==> src/rtl/pwmpre_pkg.sv <==
package pwmpre_pkg;
  localparam int N_CH       = 2;
  localparam int CFG_W      = 8;
  localparam int MCODE_W    = 4;
  localparam int MCODE_LSB  = 0;
  localparam int GATE_BIT   = 4;
  localparam int BYP_LSB    = 5;   // channel i bypass at BYP_LSB+i
  localparam int SRC_BIT    = 7;

  function automatic int unsigned sat_code(input int unsigned code, input int unsigned lim);
    return (code > lim) ? lim : code;
  endfunction
endpackage

==> src/rtl/pwmpre_pair_src.sv <==
// Shared stage: source mux, gate, power-of-two divider
module pwmpre_pair_src #(
  parameter int MCODE_W  = 4,
  parameter int MAX_LOG2 = 8
) (
  input  logic               clk,
  input  logic               rst,
  input  logic               ref_a,
  input  logic               ref_b,
  input  logic               src_sel,
  input  logic               gate_en,
  input  logic [MCODE_W-1:0] m_code,
  output logic               pair_tick
);
  localparam int CNT_W = (MAX_LOG2 < 1) ? 1 : MAX_LOG2;

  logic [CNT_W-1:0]  cnt_q;
  logic [CNT_W:0]    ratio;
  logic [CNT_W-1:0]  wrap_at;
  logic              sel_tick;
  int unsigned       m_eff;

  always_comb begin
    m_eff    = pwmpre_pkg::sat_code(int'(m_code), MAX_LOG2);
    ratio    = (CNT_W+1)'(1) << m_eff;
    wrap_at  = CNT_W'(ratio - 1'b1);
    sel_tick = src_sel ? ref_b : ref_a;
  end

  always_ff @(posedge clk) begin
    if (rst || !gate_en) begin
      cnt_q     <= '0;
      pair_tick <= 1'b0;
    end else if (sel_tick) begin
      if (cnt_q >= wrap_at) begin
        cnt_q     <= '0;
        pair_tick <= 1'b1;
      end else begin
        cnt_q     <= cnt_q + 1'b1;
        pair_tick <= 1'b0;
      end
    end else begin
      pair_tick <= 1'b0;
    end
  end
endmodule

==> src/rtl/pwmpre_ch_div.sv <==
// Per-channel linear prescaler and gated bypass tick
module pwmpre_ch_div #(
  parameter int PRESC_W = 8
) (
  input  logic               clk,
  input  logic               rst,
  input  logic               gate_en,
  input  logic               pair_tick,
  input  logic [PRESC_W-1:0] k_val,
  input  logic               ch_en,
  output logic               ch_tick,
  output logic               byp_tick
);
  logic [PRESC_W-1:0] kcnt_q;

  always_ff @(posedge clk) begin
    if (rst || !gate_en) begin
      kcnt_q   <= '0;
      ch_tick  <= 1'b0;
      byp_tick <= 1'b0;
    end else begin
      byp_tick <= pair_tick & ch_en;
      ch_tick  <= 1'b0;
      if (pair_tick) begin
        if (kcnt_q >= k_val) begin
          kcnt_q  <= '0;
          ch_tick <= 1'b1;
        end else begin
          kcnt_q  <= kcnt_q + 1'b1;
        end
      end
    end
  end
endmodule

==> src/rtl/pwmpre_pair.sv <==
module pwmpre_pair
  import pwmpre_pkg::*;
#(
  parameter int PRESC_W  = 8,
  parameter int MAX_LOG2 = 8
) (
  input  logic                      clk,
  input  logic                      rst,
  input  logic                      ref_a_tick,
  input  logic                      ref_b_tick,
  input  logic [CFG_W-1:0]          pair_cfg,
  input  logic [N_CH*PRESC_W-1:0]   ch_presc,
  input  logic [N_CH-1:0]           ch_enable,
  output logic [N_CH-1:0]           ch_tick,
  output logic [N_CH-1:0]           byp_tick,
  output logic [N_CH-1:0]           byp_sel
);
  logic pair_tick;
  logic gate_en;

  assign gate_en = pair_cfg[GATE_BIT];

  pwmpre_pair_src #(
    .MCODE_W  (MCODE_W),
    .MAX_LOG2 (MAX_LOG2)
  ) u_src (
    .clk       (clk),
    .rst       (rst),
    .ref_a     (ref_a_tick),
    .ref_b     (ref_b_tick),
    .src_sel   (pair_cfg[SRC_BIT]),
    .gate_en   (gate_en),
    .m_code    (pair_cfg[MCODE_LSB +: MCODE_W]),
    .pair_tick (pair_tick)
  );

  for (genvar gi = 0; gi < N_CH; gi++) begin : g_ch
    pwmpre_ch_div #(.PRESC_W(PRESC_W)) u_div (
      .clk       (clk),
      .rst       (rst),
      .gate_en   (gate_en),
      .pair_tick (pair_tick),
      .k_val     (ch_presc[gi*PRESC_W +: PRESC_W]),
      .ch_en     (ch_enable[gi]),
      .ch_tick   (ch_tick[gi]),
      .byp_tick  (byp_tick[gi])
    );
  end

  // registered bypass select
  always_ff @(posedge clk) begin
    if (rst) byp_sel <= '0;
    else     byp_sel <= pair_cfg[BYP_LSB +: N_CH];
  end
endmodule

==> config.mk <==
export PLATFORM = sky130hd
export DESIGN_NAME = pwmpre_pair
export DESIGN_NICKNAME = d
export VERILOG_FILES = /design/src/rtl/pwmpre_pkg.sv /design/src/rtl/pwmpre_pair_src.sv /design/src/rtl/pwmpre_ch_div.sv /design/src/rtl/pwmpre_pair.sv
export SDC_FILE = /design/constraint.sdc
export NUM_CORES = 1
export LEC_CHECK = 0
export ABC_AREA = 1
export ABC_CLOCK_PERIOD_IN_PS = 2900
export BUFFER_PORTS_ARGS = -buffer_cell sky130_fd_sc_hd__buf_4
export CORE_MARGIN = 4
export CORE_UTILIZATION = 30
export CTS_CLUSTER_SIZE = 30
export DETAILED_ROUTE_END_ITERATION = 10
export PLACE_DENSITY = 0.5
export SLEW_MARGIN = 20
export SYNTH_ARGS = -nofsm -noshare
export SYNTH_HDL_FRONTEND = slang
export SYNTH_SLANG_ARGS = --single-unit
export TNS_END_PERCENT = 5
==> constraint.sdc <==
create_clock -name clk -period 2.9 [get_ports clk]
set_input_delay 0.87 -clock clk [delete_from_list [all_inputs] [get_ports clk]]
set_output_delay 0.87 -clock clk [all_outputs]
set_load 0.01 [all_outputs]
After elaboration in Yosys (flattened, before gate mapping)
Cells that the tools add are included.
Cells by class
  add/subtract/negate cells: 4
  multipliers: 0
  divide/modulo/power cells: 0
  magnitude comparators: 4
  equal/unequal tests: 0
  shift operators: 1
  muxes and demuxes: 8
  bitwise operators: 4
  reductions and logical operators: 4
Operator list (number)
  << shifter 1 x 32 -> 8 bit, first input constant: 1
  adder 8 x 1 -> 8 bit, second input constant: 3
  >= comparator 8 bit: 3
  2-to-1 mux 8 bit: 3
  subtractor 8 x 1 -> 8 bit, second input constant: 1
  greater-than comparator 4 bit, second input constant: 1
  2-to-1 mux 1 bit: 4
  2-to-1 mux 4 bit: 1
  OR reduction 2 bit: 2
  AND 1 bit: 2
  NOT 1 bit: 2
  zero test 1 bit: 1
  logical OR 1 bit: 1
Word-level totals
  register bits: 31
  latch bits: 0
  memory bits (writable): 0
  ROM bits: 0
  input port bits: 30
  output and inout bits: 6
  logic and storage cells: 34
  memories kept: 0

Longest topological paths before layout
Gate-level depths: netlist of run 1.
  depth in word-level cells: 6
  gate-level depth with buffers: 15
  gate-level depth less buffers: 15

Cells and area by module
Synthesis of run 1 repeated with hierarchy kept, for this count alone.
Second synthesis, totals
  cell total of the unflattened synthesis: 272
  area total of the unflattened synthesis: 2047.0 um^2
By module, submodules not included
  pwmpre_ch_div: instances 2, cells an instance 81, area an instance 640.6 um^2, seq. area each 200.2 um^2
  pwmpre_pair_src: instances 1, cells an instance 104, area an instance 710.7 um^2, seq. area each 180.2 um^2
  pwmpre_pair: instances 1, cells an instance 6, area an instance 55.1 um^2, seq. area each 40.0 um^2

Least setup slack after synthesis of run 1
No wires, ideal clock.
  kind: input -> register
  from: input port pair_cfg[3]
  to: register u_src.cnt_q[0]
  setup time: 120 ps
  arrival time: 2282 ps
  required time: 2780 ps
  slack: 498 ps
  stages on the path: 15
  buffers on the path: 0
  cell sequence: nor2_1 > nand3_1 > ha_1 > xor2_1 > inv_1 > ha_1 > nand2_1 > inv_1 > nand2_1 > nand2_1 > nand2_1 > nand2_1 > nand2_1 > nand2_1 > nor2_1
On the way
  longest elaborated chain between the ends: 6
Ends and longest elaborated chain
  start, declared: RTL line pwmpre_pair.sv:11  | input logic [CFG_W-1:0] pair_cfg,
  greater-than comparator 4 bit: RTL line pwmpre_pkg.sv:11  | return (code > lim) ? lim : code;
  2-to-1 mux 4 bit *: RTL line pwmpre_pkg.sv:11
  << shifter 1 x 32 -> 8 bit *: RTL line pwmpre_pair_src.sv:25  | ratio = (CNT_W+1)'(1) << m_eff;
  subtractor 8 x 1 -> 8 bit *: RTL line pwmpre_pair_src.sv:26  | wrap_at = CNT_W'(ratio - 1'b1);
  >= comparator 8 bit *: RTL line pwmpre_pair_src.sv:35  | if (cnt_q >= wrap_at) begin
  2-to-1 mux 8 bit *: RTL line pwmpre_pair_src.sv:35
  end signal, assigned: RTL line pwmpre_pair_src.sv:39  | cnt_q <= cnt_q + 1'b1;
  end, declared: RTL line pwmpre_pair_src.sv:17  | logic [CNT_W-1:0] cnt_q;
Mark *: on every way between the ends. The rest lies on a longest branch, timed or not.
A chain may end at the register's enable or synchronous reset.

Worst setup path after layout of run 1
  from: input port pair_cfg[3]
  to: register u_src.cnt_q[3]
Same word-level chain as after synthesis.

==> impl_metrics.tcl, run 1 <==
set metrics [dict create \
    whs_endpoint "g_ch[1].u_div.kcnt_q[7]$_SDFFE_PP0P_" \
    synth_top_family_by_area "simple AND/OR/NAND/NOR gates" \
    clock-sinks 31 \
    crit_buf_inv 3 \
    worstSetupEndpointType "register" \
    placed_cell_area_um2 2330 \
    post_cts_resized 0 \
    setup_viol 0 \
    path_cells "buf_4 -> nor2_1 -> nand3_1 -> ha_1 -> xor2_1 -> inv_1 -> ha_1 -> nand2_1 -> inv_1 -> nand2_1 -> nand2_1 -> nand2_1 -> nand2_1 -> nand2_1 -> nand2_1 -> nor2_1" \
    rr_startpoint "g_ch[0].u_div.kcnt_q[0]$_SDFFE_PP0P_" \
    finalCoreUtilization 0.377 \
    routed_wl_mm 3.76 \
    synth_edf_count 0 \
    status "complete, no violations" \
    hold_violations 0 \
    synth_adder_area_share 0.174 \
    worstPathArrival_ps 2620 \
    syn_area_per_cell_um2 7.21 \
    synthCells 279 \
    yosysSeqAreaShare 0.308 \
    cts.reportedPaths.clkPinSlew_ps 60 \
    drt-pass1-iter-count 4 \
    rows 29 \
    met2_usage 0.154 \
    p_per_area_nw_per_um2 357 \
    crit_top_cell "nand2_1" \
    grt_max_degree 15 \
    async_flop_share 0 \
    final_design_area_no_fill_um2 2420 \
    start_kind "input pin" \
    fp.dieH_um 89.9 \
    clock_path_buffers 2 \
    vias_per_cell 4.27 \
    synthTopCellsByArea "dfxtp_1, ha_1, nand2_1" \
    area_growth_pct 20.3 \
    hp-class "reg -> reg" \
    grt_use_met3 0.0376 \
    rr_worst_depth 11 \
    slew-limit-headroom 0.609 \
    dp_hpwl_mm 3.04 \
    synth_nets 337 \
    crit_type "in -> reg" \
    fillers 681 \
    tightestPinTransition_ps 585 \
    r2r-end "g_ch[0].u_div.kcnt_q[6]$_SDFFE_PP0P_" \
    yosys.area_share.simple 0.267 \
    cts_tree "built" \
    drc_errors 0 \
    critPathMaxStageDelay_ps 260 \
    synth_top_cell_by_area "dfxtp_1" \
    synth_top_area_share 0.308 \
    grt_pass1_vias 1590 \
    htreeDepth 2 \
    initial_core_util 0.313 \
    skew_ps 7.75 \
    ant_nets 0 \
    hold_path_depth 2 \
    io_buffers 35 \
    rsz0062_at_grt "false" \
    drv_cap 0 \
    post_cts_buffers 0 \
    fin_crit_sh 0.846 \
    syn-cell-area_um2 2010 \
    r2r_setup_slack_ps 1320 \
    cts_buffers 5 \
    cts-root-buf "clkbuf_8" \
    overflow 0 \
    synth_compound_area_frac 0.0473 \
    layout_setup_ws_ps 446 \
    min_period_ps 2450 \
    tns_ps 0 \
    coreArea_um2 6420 \
    clk_latency_ps 280 \
    synthTopCellsByCount "nand2_1, inv_1, nor2_1, dfxtp_1, ha_1" \
    max_freq_ghz 0.408 \
    dr.first_iter.drc_count 37 \
    wl_per_cell_um 9.56 \
    num_vias 1678 \
    synth_cell_types 22 \
    cts-hold-fix-buffers 0 \
    top_usage_layer "met2" \
    grt_pass1_wl_mm 6.64 \
    min_from "g_ch[1].u_div.kcnt_q[7]$_SDFFE_PP0P_" \
    leakage_nw 1.25 \
    slew_violations 0 \
    grtUsageMet1 0.124 \
    synth_xor_area_frac 0.0784 \
    ir_drop_v 0.000243 \
    drive_gt1_frac 0.152 \
    num_antenna_cells 0 \
    synth_mux_area_frac 0.0149 \
    pin_count 36 \
    path_delay_family "simple AND/OR/NAND/NOR gates" \
    cp_max_fo 8 \
    cp.required_ps 3060 \
    ys_warn_count 0 \
    post-place-ws_ps 118 \
    synth-seq-cells 31 \
    gp_congestion 0.731 \
    dieArea_um2 8080 \
    synth-main-ff-cell "dfxtp_1" \
    layout.nets 374 \
    grt_util_all_layers 0.0985 \
    synth.most_common_cell "nand2_1" \
    antenna_found_initial 0 \
    die_w_um 89.9 \
    crit_slowest_cell "ha_1" \
]
## stage by stage
step	instances	power [mW]	hold WS, ps
CTS	393	0.879	547
floorplan	279	0.488	498
global route	393	0.916	592
detailed placement	386	0.533	530
finish	393	0.863	533
global placement	386	0.532	529
## cells by family (layout without fill, tap and decap cells)
kind of cell	count (synthesis)	count (layout)
muxes	3	3
AOI/OAI and AO/OA	16	16
DFF	31	31
buffers and inverters	54	91
xor gates and xnor gates	18	18
and+or+nand+nor	129	129
adders and majority gates	28	28
## how the worst max path moves through the flow
stage                      from                     endpoint  slack [ps]  cells after the start
floorplan           pair_cfg[3]  u_src.cnt_q[0]$_SDFFE_PP0P_         500                     15
global placement    pair_cfg[3]  u_src.cnt_q[0]$_SDFFE_PP0P_         200                     16
detailed placement  pair_cfg[3]  u_src.cnt_q[3]$_SDFFE_PP0P_         120                     16
CTS                 pair_cfg[3]  u_src.cnt_q[3]$_SDFFE_PP0P_         410                     16
global route        pair_cfg[3]  u_src.cnt_q[4]$_SDFFE_PP0P_         200                     16
finish              pair_cfg[3]  u_src.cnt_q[3]$_SDFFE_PP0P_         450                     16
## worst register-to-register path, delay by kind of cell, from the launching register on
family | cells | cell delay, ps
DFF | 1 | 420
and+or+nand+nor | 9 | 700
buffers and inverters | 1 | 70
adders and majority gates | 1 | 270
## state kept, by name, indices dropped and copies added (netlist names)
| register | count |
|---|---|
| byp_sel | 2 |
| u_src.pair_tick | 1 |
| g_ch.u_div.kcnt_q | 16 |
| g_ch.u_div.ch_tick | 2 |
| u_src.cnt_q | 8 |
| g_ch.u_div.byp_tick | 2 |
## layer usage
metal / share of wire / wire, um
met5: 0 / 0
met4: 0.013 / 48
met3: 0.068 / 256
met2: 0.41 / 1550
met1: 0.51 / 1900
## final cells by class
class | instances | area, um^2 | area share
Sequential cell | 31 | 621 | 0.256
Clock inverter | 1 | 5.00 | 0.00207
Timing Repair Buffer | 35 | 263 | 0.109
Clock buffer | 6 | 82.6 | 0.0341
Multi-Input combinational cell | 194 | 1170 | 0.483
Inverter | 49 | 184 | 0.0760
Tap cell | 77 | 96.3 | 0.0398
## placed cells by master, fill, tap and decap left out
cell type	instances
xnor2_1	5
inv_1	48
o21a_1	4
nand3_1	11
a21oi_1	7
and3_1	1
nand3b_1	1
o21ai_0	3
nand2_1	63
nand4_1	4
ha_1	28
dfxtp_1	31
o21bai_1	1
inv_2	1
nor2_1	44
nand2_2	1
a21boi_0	1
mux2i_1	3
nor3_4	1
nor2_2	3
buf_4	35
clkbuf_8	6
clkinv_2	1
xor2_1	13
## where the power goes
part	internal, mW	total (mW)	switching (mW)
sequential	0.428	0.430	0.00140
combinational	0.0471	0.0921	0.0450
clock	0.186	0.342	0.156
total	0.661	0.863	0.202
(Power assumes the default switching activity.)
==> run 2: changes to the inputs <==
- ABC_CLOCK_PERIOD_IN_PS: 2900 -> 2450
- clock period: 2.9 -> 2.45 ns (I/O delays scaled with it)
==> run 2 against run 1 <==
  * Global-route usage grew 0.62 points
  * Sequential cell count is the same
  * Highest routed layer unchanged
  * Worst hold slack gained 4.6 ps
  * Count of clock-buffer cells in the layout is the same
  * Largest power group is now clock
  * Critical path type unchanged
  * Sequential share of layout area shrank 1.1 points
==> impl_metrics.tcl, run 2 (synthesis results as in run 1) <==
set metrics [dict create \
    post_cts_buffers 0 \
    cts_buffers 5 \
    worstSetupEndpointType "register" \
    hold_violations 0 \
    regMostFlops "g_ch.u_div.kcnt_q" \
    path_cells "buf_4 -> nor2_1 -> nand2_1 -> ha_1 -> xor2_1 -> inv_1 -> ha_1 -> nand2_1 -> inv_1 -> nand2_1 -> nand2_1 -> nand2_1 -> nand2_1 -> nand2_1 -> nand2_2 -> nor2_1" \
    critPathMaxStageDelay_ps 270 \
    hold_path_depth 2 \
    drt-pass1-iter-count 4 \
    rsz0062_at_grt "false" \
    timing.hold.ws_ps 538 \
    layout.nets 384 \
    grt_util_all_layers 0.105 \
    hp-class "reg -> reg" \
    overflow 0 \
    vias_per_cell 4.23 \
    drive_gt1_frac 0.187 \
    clock_path_buffers 2 \
    start_kind "input pin" \
    skew_ps 5.28 \
    cts-root-buf "clkbuf_8" \
    io_buffers 35 \
    fin_crit_sh 0.898 \
    rr_startpoint "g_ch[0].u_div.kcnt_q[0]$_SDFFE_PP0P_" \
    layout_setup_ws_ps 249 \
    status "complete, no violations" \
    crit_top_cell "nand2_1" \
    clk_latency_ps 280 \
    grtUsageMet1 0.132 \
    rows 29 \
    routed_wl_mm 3.84 \
    grt_pass1_vias 1659 \
    grt_max_degree 15 \
    worstSetupEndpoint "u_src.cnt_q[2]$_SDFFE_PP0P_" \
    startpoint "pair_cfg[0]" \
    leakage_nw 1.31 \
    setup_viol 0 \
    post-place-ws_ps -157 \
    num_antenna_cells 0 \
    cp.required_ps 2670 \
    wl_per_cell_um 9.50 \
    antenna_found_initial 0 \
    cp_max_fo 8 \
    crit_buf_inv 3 \
    clock-sinks 31 \
    drc_errors 0 \
    slew-limit-headroom 0.604 \
    tns_ps 0 \
    fillers 677 \
    drv_cap 0 \
    dp_hpwl_mm 3.15 \
    cts_tree "built" \
    coreArea_um2 6420 \
    r2r-end "g_ch[0].u_div.kcnt_q[6]$_SDFFE_PP0P_" \
    grt_pass1_wl_mm 7.09 \
    num_vias 1709 \
    pin_count 36 \
    ant_nets 0 \
    ir_drop_v 0.000294 \
    r2r_setup_slack_ps 870 \
    met2_usage 0.163 \
    largest_reg_flops 16 \
    worstPathArrival_ps 2420 \
    tightestPinTransition_ps 593 \
    finalCoreUtilization 0.394 \
    dieArea_um2 8080 \
    cts-hold-fix-buffers 0 \
    crit_slowest_cell "ha_1" \
    grt_use_met3 0.0376 \
    layout_commonest_cell "nand2_1" \
    rr_worst_depth 11 \
    gp_congestion 0.718 \
    die_w_um 89.9 \
    crit_cells 16 \
    htreeDepth 2 \
    initial_core_util 0.313 \
    path_delay_family "simple AND/OR/NAND/NOR gates" \
    min_period_ps 2200 \
    slew_violations 0 \
    regArea_um2 621 \
    top_usage_layer "met2" \
    post_cts_resized 0 \
    multi_input_area_um2 1170 \
    layout_common_cells "nand2_1, inv_1, buf_4" \
    cts.reportedPaths.clkPinSlew_ps 60 \
    crit_type "in -> reg" \
    max_freq_ghz 0.454 \
    top_regs "g_ch.u_div.kcnt_q (16), u_src.cnt_q (8)" \
    area_growth_pct 25.8 \
    p_per_area_nw_per_um2 452 \
    dr.first_iter.drc_count 37 \
    fp.dieH_um 89.9 \
]
-- run 2: stage by stage --
stage | instances | instance area (um^2) | power [mW]
after floorplan | 279 | 2010 | 0.577
after global placement | 396 | 2410 | 0.640
after detailed placement | 396 | 2410 | 0.642
after CTS | 404 | 2530 | 1.17
after global routing | 404 | 2530 | 1.21
final | 404 | 2530 | 1.15
-- run 2: worst reg2reg max path, stage by stage (launching register included) --
cell,delay (ps)
dfxtp_1,410
inv_1,80
ha_1,270
nand2_1,40
nand3_1,70
nand2_1,50
nand2_1,50
nand2_1,40
nand2_1,50
nand2_1,60
nand2_1,250
nor2_1,80
-- run 2: how the worst min path moves through the flow --
stage,from,slack (ps),endpoint
final,g_ch[1].u_div.kcnt_q[7]$_SDFFE_PP0P_,540,g_ch[1].u_div.kcnt_q[7]$_SDFFE_PP0P_
after global routing,g_ch[0].u_div.kcnt_q[7]$_SDFFE_PP0P_,600,g_ch[0].u_div.kcnt_q[7]$_SDFFE_PP0P_
after CTS,g_ch[1].u_div.kcnt_q[7]$_SDFFE_PP0P_,540,g_ch[1].u_div.kcnt_q[7]$_SDFFE_PP0P_
after detailed placement,g_ch[1].u_div.kcnt_q[7]$_SDFFE_PP0P_,530,g_ch[1].u_div.kcnt_q[7]$_SDFFE_PP0P_
after global placement,g_ch[0].u_div.kcnt_q[7]$_SDFFE_PP0P_,540,g_ch[0].u_div.kcnt_q[7]$_SDFFE_PP0P_
after floorplan,g_ch[1].u_div.kcnt_q[7]$_SDFFE_PP0P_,500,g_ch[1].u_div.kcnt_q[7]$_SDFFE_PP0P_
-- run 2: area by class of cell --
cell class / count / area share
Clock inverter: 2 / 0.0138
Inverter: 49 / 0.0727
Sequential cell: 31 / 0.245
Multi-Input combinational cell: 194 / 0.464
Timing Repair Buffer: 45 / 0.133
Tap cell: 77 / 0.0381
Clock buffer: 6 / 0.0326
-- run 2: report_power, final --
| group | switching, mW | internal (mW) | total, mW |
|---|---|---|---|
| clock | 0.187 | 0.329 | 0.516 |
| sequential | 0.00167 | 0.507 | 0.509 |
| combinational | 0.0557 | 0.0649 | 0.121 |
| total | 0.245 | 0.900 | 1.15 |
-- run 2: routing by layer --
layer / wire [um] / share of wire / up-vias
li1: - / - / 951
met1: 1910 / 0.50 / 716
met2: 1600 / 0.42 / 34
met3: 262 / 0.068 / 8
met4: 66 / 0.017 / 0
met5: 0 / 0 / -
